--- src/rtl/snoop_pkg.sv ---
package snoop_pkg;
  localparam int UNIT_BYTES = 8;
  localparam int MAX_UNITS  = 4;
  localparam int CNT_W      = $clog2(MAX_UNITS * UNIT_BYTES + 1);
  localparam int UNITS_W    = $clog2(MAX_UNITS + 1);

  // control -> datapath strobes
  typedef struct packed {
    logic             swallow;
    logic             abort;
    logic [CNT_W-1:0] count;
  } strobe_t;

  function automatic logic [UNITS_W-1:0] dummyUnits(input logic [7:0] op);
    case (op)
      8'h0B, 8'h3B, 8'h3C, 8'h6B, 8'h6C: dummyUnits = UNITS_W'(1);
      8'h0C, 8'hBB, 8'hBC:               dummyUnits = UNITS_W'(2);
      8'hEB, 8'hEC:                      dummyUnits = UNITS_W'(4);
      default:                           dummyUnits = '0;
    endcase
  endfunction
endpackage

--- src/rtl/snoop_ctrl.sv ---
module snoop_ctrl
  import snoop_pkg::*;
#(
  parameter int SIZE_W = 3,
  parameter int IDX_W  = 8
) (
  input  logic              clk,
  input  logic              rstN,
  input  logic              csActive,
  input  logic              addr4Byte,
  input  logic              wrAccept,
  input  logic [7:0]        wrByte0,
  input  logic [SIZE_W-1:0] wrSize,
  output strobe_t           strb
);
  localparam logic [IDX_W-1:0] IDX_OFF   = '1;
  localparam logic [IDX_W-1:0] IDX_START = '0;

  logic [IDX_W-1:0]   idx;
  logic [CNT_W-1:0]   pending;
  logic               csPrev;
  logic [IDX_W-1:0]   dummyPoint;
  logic               armed, atStart, atDummy, swallow;
  logic [UNITS_W-1:0] units;

  always_comb begin
    dummyPoint = addr4Byte ? IDX_W'(5) : IDX_W'(4);
    armed      = (idx != IDX_OFF);
    atStart    = (idx == IDX_START);
    atDummy    = armed && !atStart && (idx >= dummyPoint);
    swallow    = wrAccept && csActive && atDummy;
    units      = dummyUnits(wrByte0);
    strb.swallow = swallow;
    strb.abort   = !csActive;
    strb.count   = pending;
  end

  always_ff @(posedge clk or negedge rstN) begin
    if (!rstN) begin
      idx     <= IDX_OFF;
      pending <= '0;
      csPrev  <= 1'b0;
    end else begin
      csPrev <= csActive;
      if (!csActive) begin
        idx     <= IDX_OFF;
        pending <= '0;
      end else if (!csPrev) begin
        idx     <= IDX_START;
        pending <= '0;
      end else if (wrAccept && armed) begin
        if (atStart) begin
          if (units == '0) begin
            idx <= IDX_OFF;
          end else begin
            pending <= CNT_W'(int'(units) * UNIT_BYTES);
            idx     <= idx + IDX_W'(wrSize);
          end
        end else if (atDummy) begin
          idx     <= IDX_OFF;
          pending <= '0;
        end else begin
          idx <= idx + IDX_W'(wrSize);
        end
      end
    end
  end
endmodule

--- src/rtl/snoop_dp.sv ---
module snoop_dp
  import snoop_pkg::*;
#(
  parameter int DATA_W = 32,
  parameter int SIZE_W = 3
) (
  input  logic              clk,
  input  logic              rstN,
  input  strobe_t           strb,
  input  logic [7:0]        fillByte,
  input  logic              wrValid,
  output logic              wrReady,
  input  logic [DATA_W-1:0] wrData,
  input  logic [SIZE_W-1:0] wrSize,
  output logic              fwdValid,
  output logic [DATA_W-1:0] fwdData,
  output logic [SIZE_W-1:0] fwdSize,
  output logic              suppress,
  output logic              dmyValid,
  output logic [7:0]        dmyData,
  input  logic              dmyReady
);
  logic [CNT_W-1:0] injCnt;

  always_comb begin
    wrReady  = (injCnt == '0);
    fwdValid = wrValid && wrReady && !strb.swallow;
    fwdData  = wrData;
    fwdSize  = wrSize;
    suppress = strb.swallow;
    dmyValid = (injCnt != '0);
    dmyData  = fillByte;
  end

  always_ff @(posedge clk or negedge rstN) begin
    if (!rstN) begin
      injCnt <= '0;
    end else if (strb.abort) begin
      injCnt <= '0;
    end else if (strb.swallow) begin
      injCnt <= strb.count;
    end else if (dmyValid && dmyReady) begin
      injCnt <= injCnt - CNT_W'(1);
    end
  end
endmodule

--- src/rtl/spi_dummy_snoop.sv ---
module spi_dummy_snoop
  import snoop_pkg::*;
#(
  parameter int DATA_W = 32,
  parameter int SIZE_W = 3,
  parameter int IDX_W  = 8
) (
  input  logic              clk,
  input  logic              rstN,
  input  logic              csActive,
  input  logic              addr4Byte,
  input  logic [7:0]        fillByte,
  input  logic              wrValid,
  output logic              wrReady,
  input  logic [DATA_W-1:0] wrData,
  input  logic [SIZE_W-1:0] wrSize,
  output logic              fwdValid,
  output logic [DATA_W-1:0] fwdData,
  output logic [SIZE_W-1:0] fwdSize,
  output logic              suppress,
  output logic              dmyValid,
  output logic [7:0]        dmyData,
  input  logic              dmyReady
);
  strobe_t strb;
  logic    wrAccept;

  assign wrAccept = wrValid && wrReady;

  snoop_ctrl #(.SIZE_W(SIZE_W), .IDX_W(IDX_W)) i_ctrl (
    .clk(clk), .rstN(rstN), .csActive(csActive), .addr4Byte(addr4Byte),
    .wrAccept(wrAccept), .wrByte0(wrData[7:0]), .wrSize(wrSize), .strb(strb)
  );

  snoop_dp #(.DATA_W(DATA_W), .SIZE_W(SIZE_W)) i_dp (
    .clk(clk), .rstN(rstN), .strb(strb), .fillByte(fillByte),
    .wrValid(wrValid), .wrReady(wrReady), .wrData(wrData), .wrSize(wrSize),
    .fwdValid(fwdValid), .fwdData(fwdData), .fwdSize(fwdSize),
    .suppress(suppress), .dmyValid(dmyValid), .dmyData(dmyData),
    .dmyReady(dmyReady)
  );
endmodule

--- config.mk ---
export PLATFORM = sky130hd
export DESIGN_NAME = spi_dummy_snoop
export DESIGN_NICKNAME = d
export VERILOG_FILES = /design/src/rtl/snoop_pkg.sv /design/src/rtl/snoop_ctrl.sv /design/src/rtl/snoop_dp.sv /design/src/rtl/spi_dummy_snoop.sv
export SDC_FILE = /design/constraint.sdc
export NUM_CORES = 1
export LEC_CHECK = 0
export BUFFER_PORTS_ARGS = -buffer_cell sky130_fd_sc_hd__buf_2
export CORE_MARGIN = 3
export CORE_UTILIZATION = 47
export CTS_CLUSTER_SIZE = 24
export DETAILED_ROUTE_END_ITERATION = 10
export PLACE_DENSITY_LB_ADDON = 0.2
export SETUP_SLACK_MARGIN = 0.15
export SLEW_MARGIN = 15
export SYNTH_ARGS = -nofsm -noshare
export SYNTH_HDL_FRONTEND = slang
export SYNTH_SLANG_ARGS = --single-unit
export TNS_END_PERCENT = 30
--- constraint.sdc ---
create_clock -name clk -period 3.58 [get_ports clk]
set_input_delay 0.358 -clock clk [delete_from_list [all_inputs] [get_ports clk]]
set_output_delay 0.358 -clock clk [all_outputs]
set_load 0.02 [all_outputs]
# After elaboration in Yosys (flattened, before gate mapping)
# Index checks and enable logic that the tools add are counted.
# Widths: inputs -> output; s select.
# op_classes
add_sub_neg	2
n_reduce_logical	18
n_mux	17
n_lt_le_gt_ge	1
n_eq_ne	15
# op_table
operator	n
$mux 6	9
$mux 8	6
$eq 8x8->1 const B	4
$eq 8x4->1 const B	2
$eq 8x6->1 const B	2
$eq 8x7->1 const B	2
$pmux 3 s3	1
$add 8x3->8	1
$ge 8x8->1	1
$logic_and 1x1->1	8
$logic_not 8->1	1
$ne 4x4->1 const B	2
$ne 8x8->1 const B	1
$logic_not 6->1	1
$reduce_bool 6->1	1
$sub 6x1->6 const B	1
$reduce_or 5->1	1
$logic_not 3->1	1
$ne 3x1->1 const B	1
$ne 3x3->1 const B	1
$reduce_and 3->1	1
$reduce_or 3->1	1
$logic_not 1->1	2
$reduce_or 2->1	1
$mux 1	1
# totals
output_inout_bits	47
reg_bits	21

# Logic depth before layout (Yosys ltp)
# Gate-level depths: netlist (run 1).
# depth
word_depth	9
ltp_mapped	8
depth_no_buf	7

# Modules after synthesis
# From an unflattened synthesis (run 1), not the netlist that was laid out.
# unflattened
cells_unflattened	193
hier_area_um2	1646.6
# modules_own_cells
mod	instances	cells_per_inst	area_per_inst_um2
snoop_ctrl	1	96	868.3
snoop_dp	1	96	772.0
spi_dummy_snoop	1	1	6.3

# Least setup slack after synthesis (run 1)
# Ideal clock, no wire load.
# synth_timing
path_type	reg2out
from	register i_ctrl.idx[0]
to	output port fwdValid
setup_slack_ns	1.271
n_path_buf	0
path_stages_with_launch	8
arrival_ns	1.951
cell_sequence	dfstp_2 > inv_1 > ha_1 > nor3b_1 > o211ai_1 > nor2b_2 > and2_1 > nor2b_1
# synth_between
elab_chain_len	7
elab_cells_between_ends	9
# synth_rtl
item	line	source
from (decl)	snoop_ctrl.sv:19	logic [IDX_W-1:0] idx;
from (signal assigned)	snoop_ctrl.sv:57	idx <= idx + IDX_W'(wrSize);
from (signal assigned)	snoop_ctrl.sv:63	idx <= idx + IDX_W'(wrSize);
branches (longest 3 deep; another with $ge 8x8->1)	n/a	
$logic_and 1x1->1 (*)	snoop_ctrl.sv:30	atDummy = armed && !atStart && (idx >= dummyPoint);
$logic_and 1x1->1 (*)	snoop_ctrl.sv:31	swallow = wrAccept && csActive && atDummy;
named net suppress	spi_dummy_snoop.sv:20	output logic suppress,
$logic_not 1->1 (*)	snoop_dp.sv:27	fwdValid = wrValid && wrReady && !strb.swallow;
$logic_and 1x1->1 (*)	snoop_dp.sv:27	
to (decl)	spi_dummy_snoop.sv:17	output logic fwdValid,
# Mark *: on every way through the listed nets, which the timed path passes.

# Final worst setup path (run 1)
# layout_timing
from	register i_ctrl.idx[0]
to	output port fwdValid
# layout_between
elab_chain_len	7
elab_cells_between_ends	9
# layout_rtl
item	line
branches (longest 3 deep; another with $ge 8x8->1)	n/a
$logic_and 1x1->1 (*)	snoop_ctrl.sv:30
$logic_and 1x1->1 (*)	snoop_ctrl.sv:31
$logic_not 1->1 (*)	snoop_dp.sv:27
$logic_and 1x1->1 (*)	snoop_dp.sv:27
# Every way passes the cells marked *.

==> metrics.log, run 1 <==
[metrics] final critical-path setup slack: 0.9161 ns
[metrics] number of detailed-routing iterations run before antenna repair: 4
[metrics] commonest non-fill, non-tap cells in the layout: sky130_fd_sc_hd__buf_2 (31), sky130_fd_sc_hd__o21ai_0 (10), sky130_fd_sc_hd__dfrtp_1 (10)
[metrics] leakage dissipation: between 0.6 and 0.7 nW
[metrics] worst path arrival time: 2.31 ns
[metrics] Relative slew margins: 65.30%
[metrics] final critical-path required period: between 2 and 3 ns
[metrics] routed len/inst: ~16 um
[metrics] die span in y: roughly 64 um
[metrics] post-CTS repair timing setup buffer count: 0
[metrics] number of antenna violations at the first check in global routing: 0
[metrics] setup tns final: 0 ns
[metrics] category of the critical setup timing path: reg2out
[metrics] core utilization of the finished layout: 47.12%
[metrics] placed wire-length estimate after detailed placement: 2.442 mm
[metrics] total count of hold-check failures in the final report: 0
[metrics] final-report max-slew violation count: 0
[metrics] Avg Cell Area, Syn: 8.808 um^2
[metrics] number of inserted filler cells in the final layout: around 300
[metrics] Inserted Clock Buffers: 3
[metrics] main combinational cell family by area after synthesis: buffers and inverters
[metrics] via count: about 1200
[metrics] nets: between 200 and 250
[metrics] Max Clk Rate: 375.4 MHz
[metrics] ANT nets after route: 0
[metrics] Clock Sink Count: 18
[metrics] post-layout power: 0.8653 mW
[metrics] crit end category: output port
[metrics] synthesized-area fraction occupied by ao, oa, aoi and oai cells: 18.12%
[metrics] sequential element share of the synthesized area: between 20% and 30%
[metrics] class of the tightest hold or removal check: in2reg
[metrics] combined global-route utilization of all metal layers: between 10% and 20%
[metrics] placer's final routability congestion estimate: around 0.86
[metrics] # resized after CTS: 0
[metrics] outcome: completed
[metrics] Post-synth EDFFs: 0
[metrics] final cell count without fillers: between 200 and 250
[metrics] Die Outline Area: 4065 um^2
[metrics] most common cell after layout, fill and taps aside: sky130_fd_sc_hd__buf_2
[metrics] unrepaired setup endpoints after global routing: no
[metrics] Post-Place Cells: just over 200
[metrics] critical path launch point type: flop
[metrics] Setup Viol. Count Final: 0
[metrics] Core ar.: ~3100 um^2
[metrics] worst-case clock buffer depth: 2
[metrics] max_cap viols: 0
[metrics] post-synthesis adder-cell area fraction: 5.267%
[metrics] starting density of the core: between 50% and 60%
[metrics] number of placement rows: 20
[metrics] XOR/XNOR Fraction of Synth Area: around 2.2%
[metrics] power density over cell area: between 500 and 600 nW/um^2
[metrics] clock tree from TritonCTS: done
[metrics] count of distinct cell types in the synthesized netlist: 46
[metrics] Slew @ Worst Pin: between 0.5 and 0.6 ns
[metrics] number of buffers inserted for hold repair after clock tree synthesis: 1
[metrics] drt total wl: approximately 3.3 mm
[metrics] async set-reset flop share out of synthesis: 100.0%
[metrics] global-route wire length before repair: 5.630 mm
[metrics] via count of the first global-routing pass: about 1200
[metrics] post-synthesis share of cell area spent on and, or, nand and nor gates: 20.75%
[metrics] Via-to-Cell Ratio: 5.673
[metrics] required time at the worst-slack endpoint: between 3 and 4 ns
[metrics] total nets after synthesis: 233
[metrics] flops & latches, synth: 18
[metrics] top-level I/O count: 96
[metrics] CP Max Fanout: 5
[metrics] Max rail drop VDD: about 0.56 mV
[metrics] count of input and output buffers: 31
[metrics] Main synth FF type: sky130_fd_sc_hd__dfrtp_1
[metrics] netlist area before placement: 1568 um^2
[metrics] fraction of final layout cells with drive strength greater than 1: approximately 28%
[metrics] DRC violation count after routing: 0
[metrics] post-synthesis instance total: around 180
[metrics] number of antenna repair diodes: 0
[metrics] largest net degree at the start of global routing: 24
[metrics] Root Buffer: sky130_fd_sc_hd__clkbuf_4
[metrics] clock-pin transition on the worst setup and hold timing paths: approximately 0.11 ns
[metrics] final cycle utilization of the critical path: between 70% and 80%
[metrics] final worst clock skew: around 0.0029 ns
[metrics] horizontal die dimension: approximately 64 um
[metrics] CTS HTree Levels: 1
[metrics] Synth warnings: 0
[metrics] mux contribution to synthesized area: less than 1%
[metrics] iteration-0 DRC count of the detailed router: 30
[metrics] insertion delay to the later sink of the worst-skew pair: ~0.30 ns
[metrics] Post-Place Setup Slack: between 1 and 1.5 ns
[metrics] Syn-to-layout area delta: -5.986%
[metrics] length in cells of the worst reg-to-reg path: 7
[metrics] Worst Hold Path Cells: 1
[metrics] GR Overflow Total: 0
-- cell type report --
| cell class | count | area, um^2 | share of cell area [%] |
|---|---|---|---|
| clock buffers | 4 | 26.28 | 1.783 |
| inverters | 8 | 30.03 | 2.037 |
| multi-input cells | 105 | 737.0 | 50.00 |
| flip-flops and latches | 18 | 460.4 | 31.24 |
| well taps | 44 | 55.05 | 3.735 |
| repair buffers | 32 | 165.2 | 11.21 |
-- final timing paths --
check	start	end	slack [ns]
max reg2reg	i_dp.injCnt[0]	i_ctrl.pending[3]	1.46
min	csActive	i_ctrl.csPrev	0.35
max	i_ctrl.idx[0]	fwdValid	0.92
min in group asynchronous	rstN	i_dp.injCnt[1]	0.50
min reg2reg	i_ctrl.pending[3]	i_dp.injCnt[3]	0.57
max in group asynchronous	rstN	i_ctrl.idx[0]	2.74
-- sequential cells by signal, summed over array words and instances, names as in the netlist --
register / cells
i_ctrl.idx: 8
i_dp.injCnt: 6
i_ctrl.pending: 3
i_ctrl.csPrev: 1
-- synthesized netlist by cell type (2+ instances only) --
master	n	area [um^2]
sky130_fd_sc_hd__a211oi_1	3	22.52
sky130_fd_sc_hd__a21boi_0	2	15.01
sky130_fd_sc_hd__a21o_1	2	15.01
sky130_fd_sc_hd__a21oi_1	5	25.02
sky130_fd_sc_hd__a22oi_1	3	22.52
sky130_fd_sc_hd__a31oi_1	4	25.02
sky130_fd_sc_hd__a32oi_1	2	17.52
sky130_fd_sc_hd__and2_1	7	43.79
sky130_fd_sc_hd__and3_1	5	31.28
sky130_fd_sc_hd__buf_2	2	10.01
sky130_fd_sc_hd__buf_4	43	322.8
sky130_fd_sc_hd__clkbuf_1	2	7.510
sky130_fd_sc_hd__dfrtp_1	10	250.2
sky130_fd_sc_hd__dfstp_2	8	210.2
sky130_fd_sc_hd__ha_1	5	62.56
sky130_fd_sc_hd__inv_1	8	30.03
sky130_fd_sc_hd__nand2_1	7	26.28
sky130_fd_sc_hd__nand4_1	3	18.77
sky130_fd_sc_hd__nor2_1	7	26.28
sky130_fd_sc_hd__nor2b_1	5	31.28
sky130_fd_sc_hd__nor3_1	6	30.03
sky130_fd_sc_hd__nor3b_1	2	15.01
sky130_fd_sc_hd__o2111ai_1	2	17.52
sky130_fd_sc_hd__o211ai_1	2	15.01
sky130_fd_sc_hd__o21ai_0	10	50.05
sky130_fd_sc_hd__xnor2_1	2	17.52
sky130_fd_sc_hd__xor2_1	2	17.52
-- kinds of logic (layout without fill, tap and decap cells) --
| family | count (synthesis) | in the layout |
|---|---|---|
| adders and majority gates | 6 | 6 |
| xor gates and xnor gates | 4 | 4 |
| DFF | 18 | 18 |
| AOI/OAI and AO/OA | 41 | 41 |
| and+or+nand+nor | 53 | 53 |
| muxes | 1 | 1 |
| buffers and inverters | 55 | 44 |
-- critical path, stage by stage, from the launching register on --
cell	delay (ns)
sky130_fd_sc_hd__dfstp_2	0.58
sky130_fd_sc_hd__inv_1	0.05
sky130_fd_sc_hd__ha_1	0.26
sky130_fd_sc_hd__nor3b_1	0.21
sky130_fd_sc_hd__o211ai_1	0.20
sky130_fd_sc_hd__nor2b_2	0.25
sky130_fd_sc_hd__and2_1	0.19
sky130_fd_sc_hd__nor2b_1	0.10
sky130_fd_sc_hd__buf_2	0.17
-- metrics by stage --
| step | cell area [um^2] | hold WS, ns |
|---|---|---|
| 2_1_floorplan | 1568 | 0.06241 |
| 3_3_place_gp | 1438 | 0.3088 |
| 3_5_place_dp | 1438 | 0.3174 |
| 4_1_cts | 1474 | 0.3334 |
| 5_1_grt | 1474 | 0.3456 |
| 6_report | 1474 | 0.3493 |
-- routing by layer --
layer  wire length (um)  GRT usage [%]  up-vias  part of all wire [%]
met1               1433          19.91      561                    44
li1                   -              -      566                     -
met4                 45          6.739        0                   1.4
met5                  0              0        -                     0
met2               1499          29.07       58                    46
met3                296          6.151       12                   9.0
-- where the power goes --
group          switching, mW  internal (mW)
Combinational          0.270          0.186
Sequential            0.0501          0.248
Clock                 0.0682         0.0434
Total                  0.388          0.477
Note: power is estimated with default switching activity, not from simulation.
==> run 2: changes to the inputs <==
- CORE_UTILIZATION: 47 -> 43
- clock period: 3.58 -> 2.5 ns (I/O delays scaled with it)
==> run 2 against run 1 <==
- worst hold slack got worse by 0.087 ns
- critical path type unchanged
- die area rose by 8.4%
- worst setup slack got worse by 0.68 ns
==> metrics.log, run 2 (synthesis gave the netlist of run 1 again) <==
[metrics] number of placement rows: 21 (+5.0%)
[metrics] total count of hold-check failures in the final report: 0 (unchanged)
[metrics] number of buffers and inverters on the critical path: 2 (unchanged)
[metrics] leakage dissipation: 0.6918 nW (+6.0%)
[metrics] critical path launch point type: flop
[metrics] DRC violation count after routing: 0 (unchanged)
[metrics] nets: 230 (+3.1%)
[metrics] GR Overflow Total: 0 (unchanged)
[metrics] ANT nets after route: 0 (unchanged)
[metrics] CTS HTree Levels: 1 (unchanged)
[metrics] combined global-route utilization of all metal layers: 16.22% (-1.0 points)
[metrics] count of input and output buffers: 31 (unchanged)
[metrics] power density over cell area: 858.9 nW/um^2 (+46%)
[metrics] largest registers ranked by flip-flop count: i_ctrl.idx x8, i_dp.injCnt x6, i_ctrl.pending x3
[metrics] top-level I/O count: 96 (unchanged)
[metrics] length in cells of the worst reg-to-reg path: 10 (+3)
[metrics] Crit Reg-Reg Startpoint: i_ctrl.idx[0]
[metrics] via count: 1220 (+1.9%)
[metrics] Relative slew margins: 62.02% (-3.3 points)
[metrics] largest net degree at the start of global routing: 24 (unchanged)
[metrics] starting density of the core: 45.90% (-4.2 points)
[metrics] CP Max Fanout: 4 (-1)
[metrics] global-route wire length before repair: 5.506 mm (-2.2%)
[metrics] routed len/inst: 15.52 um (about the same)
[metrics] worst-case register-to-register setup slack: 0.35 ns (-1.11 ns)
[metrics] number of detailed-routing iterations run before antenna repair: 4 (unchanged)
[metrics] setup tns final: 0 ns (unchanged)
[metrics] final-report max-slew violation count: 0 (unchanged)
[metrics] horizontal die dimension: 66.38 um (+4.1%)
[metrics] worst path arrival time: 2.01 ns (-0.30 ns)
[metrics] final worst clock skew: 0.002123 ns (-0.0008111 ns)
[metrics] fraction of final layout cells with drive strength greater than 1: 34.48% (+6.3 points)
[metrics] Root Buffer: sky130_fd_sc_hd__clkbuf_4
[metrics] commonest non-fill, non-tap cells in the layout: sky130_fd_sc_hd__buf_2 (30), sky130_fd_sc_hd__o21ai_0 (10), sky130_fd_sc_hd__dfrtp_1 (10)
[metrics] core utilization of the finished layout: 46.01% (-1.1 points)
[metrics] Clock Sink Count: 18 (unchanged)
[metrics] unrepaired setup endpoints after global routing: no
[metrics] Via-to-Cell Ratio: 5.545 (-2.2%)
[metrics] largest reg by FF count: i_ctrl.idx
[metrics] required time at the worst-slack endpoint: 2.25 ns (-0.97 ns)
[metrics] longest individual stage delay on the worst path: 0.43 ns (-0.15 ns)
[metrics] WHS Endpoint: i_ctrl.csPrev
[metrics] number of inserted filler cells in the final layout: 351 (+17%)
[metrics] worst-case clock buffer depth: 2 (unchanged)
[metrics] via count of the first global-routing pass: 1211 (-1.7%)
[metrics] outcome: completed
[metrics] category of the critical setup timing path: reg2out
[metrics] Die Outline Area: 4406 um^2 (+8.4%)
[metrics] most common cell after layout, fill and taps aside: sky130_fd_sc_hd__buf_2
[metrics] die span in y: 66.38 um (+4.1%)
[metrics] Hold Crit Start: csActive
[metrics] Reg2Reg Capture Point: i_ctrl.idx[2]
[metrics] drt total wl: 3.414 mm (+4.3%)
[metrics] placer's final routability congestion estimate: 0.7997 (-6.8%)
[metrics] Core ar.: 3416 um^2 (+9.2%)
[metrics] Inserted Clock Buffers: 3 (unchanged)
[metrics] Slew @ Worst Pin: 0.5685 ns (+0.05503 ns)
[metrics] Setup Viol. Count Final: 0 (unchanged)
[metrics] number of antenna violations at the first check in global routing: 0 (unchanged)
[metrics] Max rail drop VDD: 0.5487 mV (-2.0%)
[metrics] Worst Hold Path Cells: 1 (unchanged)
[metrics] final cycle utilization of the critical path: around nine tenths
[metrics] class of the tightest hold or removal check: in2reg
[metrics] slowest stage cell on the critical path: sky130_fd_sc_hd__dfrtp_1
[metrics] iteration-0 DRC count of the detailed router: 38 (+27%)
[metrics] max_cap viols: 0 (unchanged)
[metrics] clock tree from TritonCTS: done
[metrics] final critical-path required period: about 2.3 ns
[metrics] Syn-to-layout area delta: 0.2396%
[metrics] Top delay family on crit path: simple AND/OR/NAND/NOR gates
[metrics] crit end category: output port
[metrics] clock-pin transition on the worst setup and hold timing paths: 0.11 ns (about the same)
[metrics] placed wire-length estimate after detailed placement: 2.466 mm (+1.0%)
[metrics] Max Clk Rate: about 440 MHz
[metrics] insertion delay to the later sink of the worst-skew pair: 0.29 ns (about the same)
[metrics] number of antenna repair diodes: 0 (unchanged)
[metrics] list of cells traversed by the critical path: inv_1, ha_2, nor4b_4, o2111ai_4, nor2b_4, and2_4, nor2b_1, buf_4
[metrics] flip-flop count of the largest register, all copies and words added: 8 (unchanged)
[run 2: worst max path at each step]
stage	cells past startpoint	to	startpoint
global route	6	fwdValid	i_ctrl.idx[4]
CTS	8	fwdValid	i_ctrl.idx[0]
global placement	8	fwdValid	i_ctrl.idx[0]
floorplan	7	fwdValid	i_ctrl.idx[0]
finish	8	fwdValid	i_dp.injCnt[0]
detailed placement	8	fwdValid	i_ctrl.idx[0]
[run 2: worst register-to-register path, cell delays in order, from the launching register on]
cell and delay [ns]:
sky130_fd_sc_hd__dfstp_2 0.56, sky130_fd_sc_hd__inv_2 0.04, sky130_fd_sc_hd__ha_4 0.20, sky130_fd_sc_hd__nor3b_2 0.17, sky130_fd_sc_hd__o211ai_1 0.12, sky130_fd_sc_hd__buf_4 0.17, sky130_fd_sc_hd__buf_4 0.11, sky130_fd_sc_hd__buf_4 0.13
sky130_fd_sc_hd__nor2_2 0.28, sky130_fd_sc_hd__and3_1 0.22, sky130_fd_sc_hd__a22oi_1 0.06
[run 2: power breakdown]
group / internal, mW / leakage, nW / switching (mW)
Clock: 0.0621 / 0.0150 / 0.0937
Sequential: 0.356 / 0.219 / 0.0646
Combinational: 0.346 / 0.458 / 0.428
Total: 0.764 / 0.692 / 0.586
[run 2: metrics by stage]
| stage | instances | worst slack [ns] | area [um^2] | hold WS (ns) | total power, mW |
|---|---|---|---|---|---|
| floorplan | 178 | 0.2994 | 1568 | -0.04559 | 0.9975 |
| global placement | 208 | 0.3736 | 1440 | 0.2008 | 1.066 |
| detailed placement | 208 | 0.3149 | 1440 | 0.2072 | 1.081 |
| CTS | 218 | 0.1694 | 1538 | 0.2467 | 1.325 |
| global route | 220 | 0.1506 | 1572 | 0.2694 | 1.447 |
| finish | 220 | 0.2366 | 1572 | 0.2626 | 1.350 |
[run 2: cell type report]
cell class                 count  area [um^2]  share of cell area, %
clock buffer                   4        26.28                  1.672
multi-input combinational    105        777.0                  49.44
tap                           46        57.56                  3.662
timing repair buffer          39        220.2                  14.01
sequential                    18        460.4                  29.30
inverter                       8        30.03                  1.911
[run 2: per-layer routing]
layer	wire length, um	GRT usage (%)
met5	0	0
met4	73	7.360
met3	327	4.252
met2	1578	26.27
met1	1435	19.98
[run 2: what timing repair did]
action	4_1_cts	5_1_grt
pin swaps	2	2
cloned	0	0
gates resized for setup	4	5
setup endpoints to repair	2	2
hold endpoints to repair	10	0
hold buffers	1	0
setup buffers	5	2
==> run 3: changes to the inputs <==
- CELL_PAD_IN_SITES_DETAIL_PLACEMENT: default -> 1
- CELL_PAD_IN_SITES_GLOBAL_PLACEMENT: default -> 2
- CORE_UTILIZATION: 43 -> 23
==> run 3 against run 2 <==
- utilization down 21 points
- count of clock-buffer cells in the layout stayed put
- routed wire length grew 28%
- total power rose by 9.6%
- sequential power grew 2%
- sequential share of layout area is 1.5 points lower
- critical path depth did not move
- critical endpoint unchanged
- highest routed layer unchanged
==> metrics.log, run 3 (synthesis gave the netlist of run 1 again) <==
[metrics] outcome: completed
[metrics] ANT nets after route: 0 (unchanged)
[metrics] M1 GR Usage: 14.66% (-5.3 points)
[metrics] Hold Slack: 0.3542 ns (+0.09159 ns)
[metrics] Root Buffer: sky130_fd_sc_hd__clkbuf_8
[metrics] GR Layer Usage met2: 17.20% (-9.1 points)
[metrics] GR Overflow Total: 0 (unchanged)
[metrics] crit end category: output port
[metrics] most common cell after layout, fill and taps aside: sky130_fd_sc_hd__buf_2
[metrics] leakage dissipation: 0.7138 nW (+3.2%)
[metrics] final critical-path required period: 2.253 ns (-0.01084 ns)
[metrics] insertion delay to the later sink of the worst-skew pair: 0.26 ns (-0.03 ns)
[metrics] top-level I/O count: 96 (unchanged)
[metrics] horizontal die dimension: 88.56 um (+33%)
[metrics] number of antenna repair diodes: 0 (unchanged)
[metrics] Setup Viol. Count Final: 0 (unchanged)
[metrics] CTS HTree Levels: 1 (unchanged)
[metrics] starting density of the core: 24.14% (-22 points)
[metrics] number of detailed-routing iterations run before antenna repair: 4 (unchanged)
[metrics] GR Util met3: 2.235% (-2.0 points)
[metrics] setup tns final: 0 ns (unchanged)
[metrics] via count: 1244 (+2.0%)
[metrics] global-route wire length before repair: 6.824 mm (+24%)
[metrics] CP Max Fanout: 4 (unchanged)
[metrics] largest registers ranked by flip-flop count: i_ctrl.idx x8, i_dp.injCnt x6, i_ctrl.pending x3
[metrics] iteration-0 DRC count of the detailed router: 34 (-11%)
[metrics] worst path arrival time: 2.00 ns (about the same)
[metrics] Relative slew margins: 61.16% (-0.87 points)
[metrics] placed wire-length estimate after detailed placement: 3.253 mm (+32%)
[metrics] post-layout power: 1.479 mW (+9.6%)
[metrics] commonest non-fill, non-tap cells in the layout: sky130_fd_sc_hd__buf_2 (30), sky130_fd_sc_hd__o21ai_0 (10), sky130_fd_sc_hd__dfrtp_1 (10), sky130_fd_sc_hd__buf_4 (10), sky130_fd_sc_hd__dfstp_2 (8)
[metrics] busiest layer in global routing: met2
[metrics] slowest stage cell on the critical path: sky130_fd_sc_hd__dfstp_2
[metrics] Syn-to-layout area delta: 5.507%
[metrics] total count of hold-check failures in the final report: 0 (unchanged)
[metrics] nets: 232 (+0.87%)
[metrics] list of cells traversed by the critical path: inv_2, ha_4, nor3b_2, o211ai_1, nor2b_4, and2_4, nor2b_1, buf_4
[metrics] number of placement rows: 29 (+38%)
[metrics] Inserted Clock Buffers: 3 (unchanged)
[metrics] Core ar.: 6495 um^2 (+90%)
[metrics] count of input and output buffers: 31 (unchanged)
[metrics] number of antenna violations at the first check in global routing: 0 (unchanged)
[metrics] longest individual stage delay on the worst path: 0.57 ns (+0.14 ns)
[metrics] Via-to-Cell Ratio: 4.917 (-11%)
[metrics] drt total wl: 4.379 mm (+28%)
[metrics] unrepaired setup endpoints after global routing: yes
[metrics] Slew @ Worst Pin: 0.5748 ns (+0.006356 ns)
[metrics] worst-case clock buffer depth: 2 (unchanged)
[metrics] clock tree from TritonCTS: done
[metrics] largest reg by FF count: i_ctrl.idx
[metrics] core utilization of the finished layout: 25.47% (-21 points)
[metrics] via count of the first global-routing pass: 1327 (+9.6%)
[metrics] combined global-route utilization of all metal layers: 11.00% (-5.2 points)
[metrics] fraction of final layout cells with drive strength greater than 1: 36.36% (+1.9 points)
[metrics] combined area of the multi-input logic cells: 787.0 um^2 (+1.3%)
[metrics] register area: 460.4 um^2 (unchanged)
[metrics] Clock Sink Count: 18 (unchanged)
[metrics] placer's final routability congestion estimate: 0.6930 (-13%)
[metrics] largest net degree at the start of global routing: 23 (-4.2%)
[metrics] clock-pin transition on the worst setup and hold timing paths: 0.07 ns (-0.04 ns)
[metrics] Die Outline Area: 7843 um^2 (+78%)
[metrics] final-report max-slew violation count: 0 (unchanged)
[metrics] power density over cell area: 894.3 nW/um^2 (+4.1%)
[metrics] class of the tightest hold or removal check: in2reg
[metrics] final cycle utilization of the critical path: 90.10% (-0.43 points)
[metrics] category of the critical setup timing path: reg2out
[metrics] max_cap viols: 0 (unchanged)
[metrics] DRC violation count after routing: 0 (unchanged)
[metrics] number of inserted filler cells in the final layout: 761 (+120%)
[metrics] Max Clk Rate: 443.9 MHz (+0.48%)
[metrics] final worst clock skew: 0.005114 ns (+0.002991 ns)
[metrics] die span in y: 88.56 um (+33%)
[metrics] Max rail drop VDD: 0.4799 mV (-13%)
[metrics] routed len/inst: 17.31 um (+12%)
[metrics] flip-flop count of the largest register, all copies and words added: 8 (unchanged)
[metrics] critical path launch point type: flop
[metrics] required time at the worst-slack endpoint: 2.25 ns (about the same)
[metrics] Post-Place Cells: 241 (+16%)
[metrics] final cell count without fillers: 253 (+15%)
[run 3: changes by cell type in the layout (fill, tap and decap cells not counted), sizes merged]
cell / previous run / this run
buf: 38 / 40
[run 3: cell type report]
class | count | area share, %
Multi-Input combinational cell | 105 | 47.58
Sequential cell | 18 | 27.84
Timing Repair Buffer | 41 | 14.22
Tap cell | 77 | 5.824
Clock buffer | 4 | 2.723
Inverter | 8 | 1.815
[run 3: layer usage]
layer  vias up  wire, um
met5         -         0
met1       584      2031
li1        587         -
met2        50      1893
met4         0       121
met3        23       333
[run 3: what timing repair did]
item	in CTS	in global routing
gates resized for setup	4	8
hold buffers	1	0
buffers inserted	3	4
hold endpoints to repair	10	0
pin swaps	2	3
endpoints found under the setup margin	2	2
[run 3: final timing paths]
path,startpoint,end,slack [ns],cells after the start
hold reg to reg,i_ctrl.pending[5],i_dp.injCnt[5],0.56,2
setup / recovery,i_ctrl.idx[0],fwdValid,0.25,8
min in group asynchronous,rstN,i_dp.injCnt[1],0.45,2
hold / removal,csActive,i_ctrl.csPrev,0.35,2
setup reg to reg,i_dp.injCnt[0],i_ctrl.idx[2],0.46,8
max in group asynchronous,rstN,i_ctrl.idx[0],1.70,2
[run 3: worst max-delay path, delay by kind of cell (launching register included)]
family,cells,cell delay [ns]
compound gates,1,0.24
fa+ha+maj,1,0.26
flops,1,0.57
simple gates,4,0.48
buf+inv,2,0.20
[run 3: stage by stage]
step	setup slack [ns]	instance area [um^2]
3_5_place_dp	0.2719	1494
4_1_cts	0.1544	1595
6_report	0.2474	1654
3_3_place_gp	0.3231	1494
5_1_grt	0.1363	1654
2_1_floorplan	0.2994	1568
[run 3: report_power, final]
group / total (mW) / leakage (nW) / switching, mW / internal (mW)
sequential: 0.427 / 0.219 / 0.0707 / 0.356
clock: 0.218 / 0.0228 / 0.105 / 0.113
combinational: 0.834 / 0.472 / 0.455 / 0.380
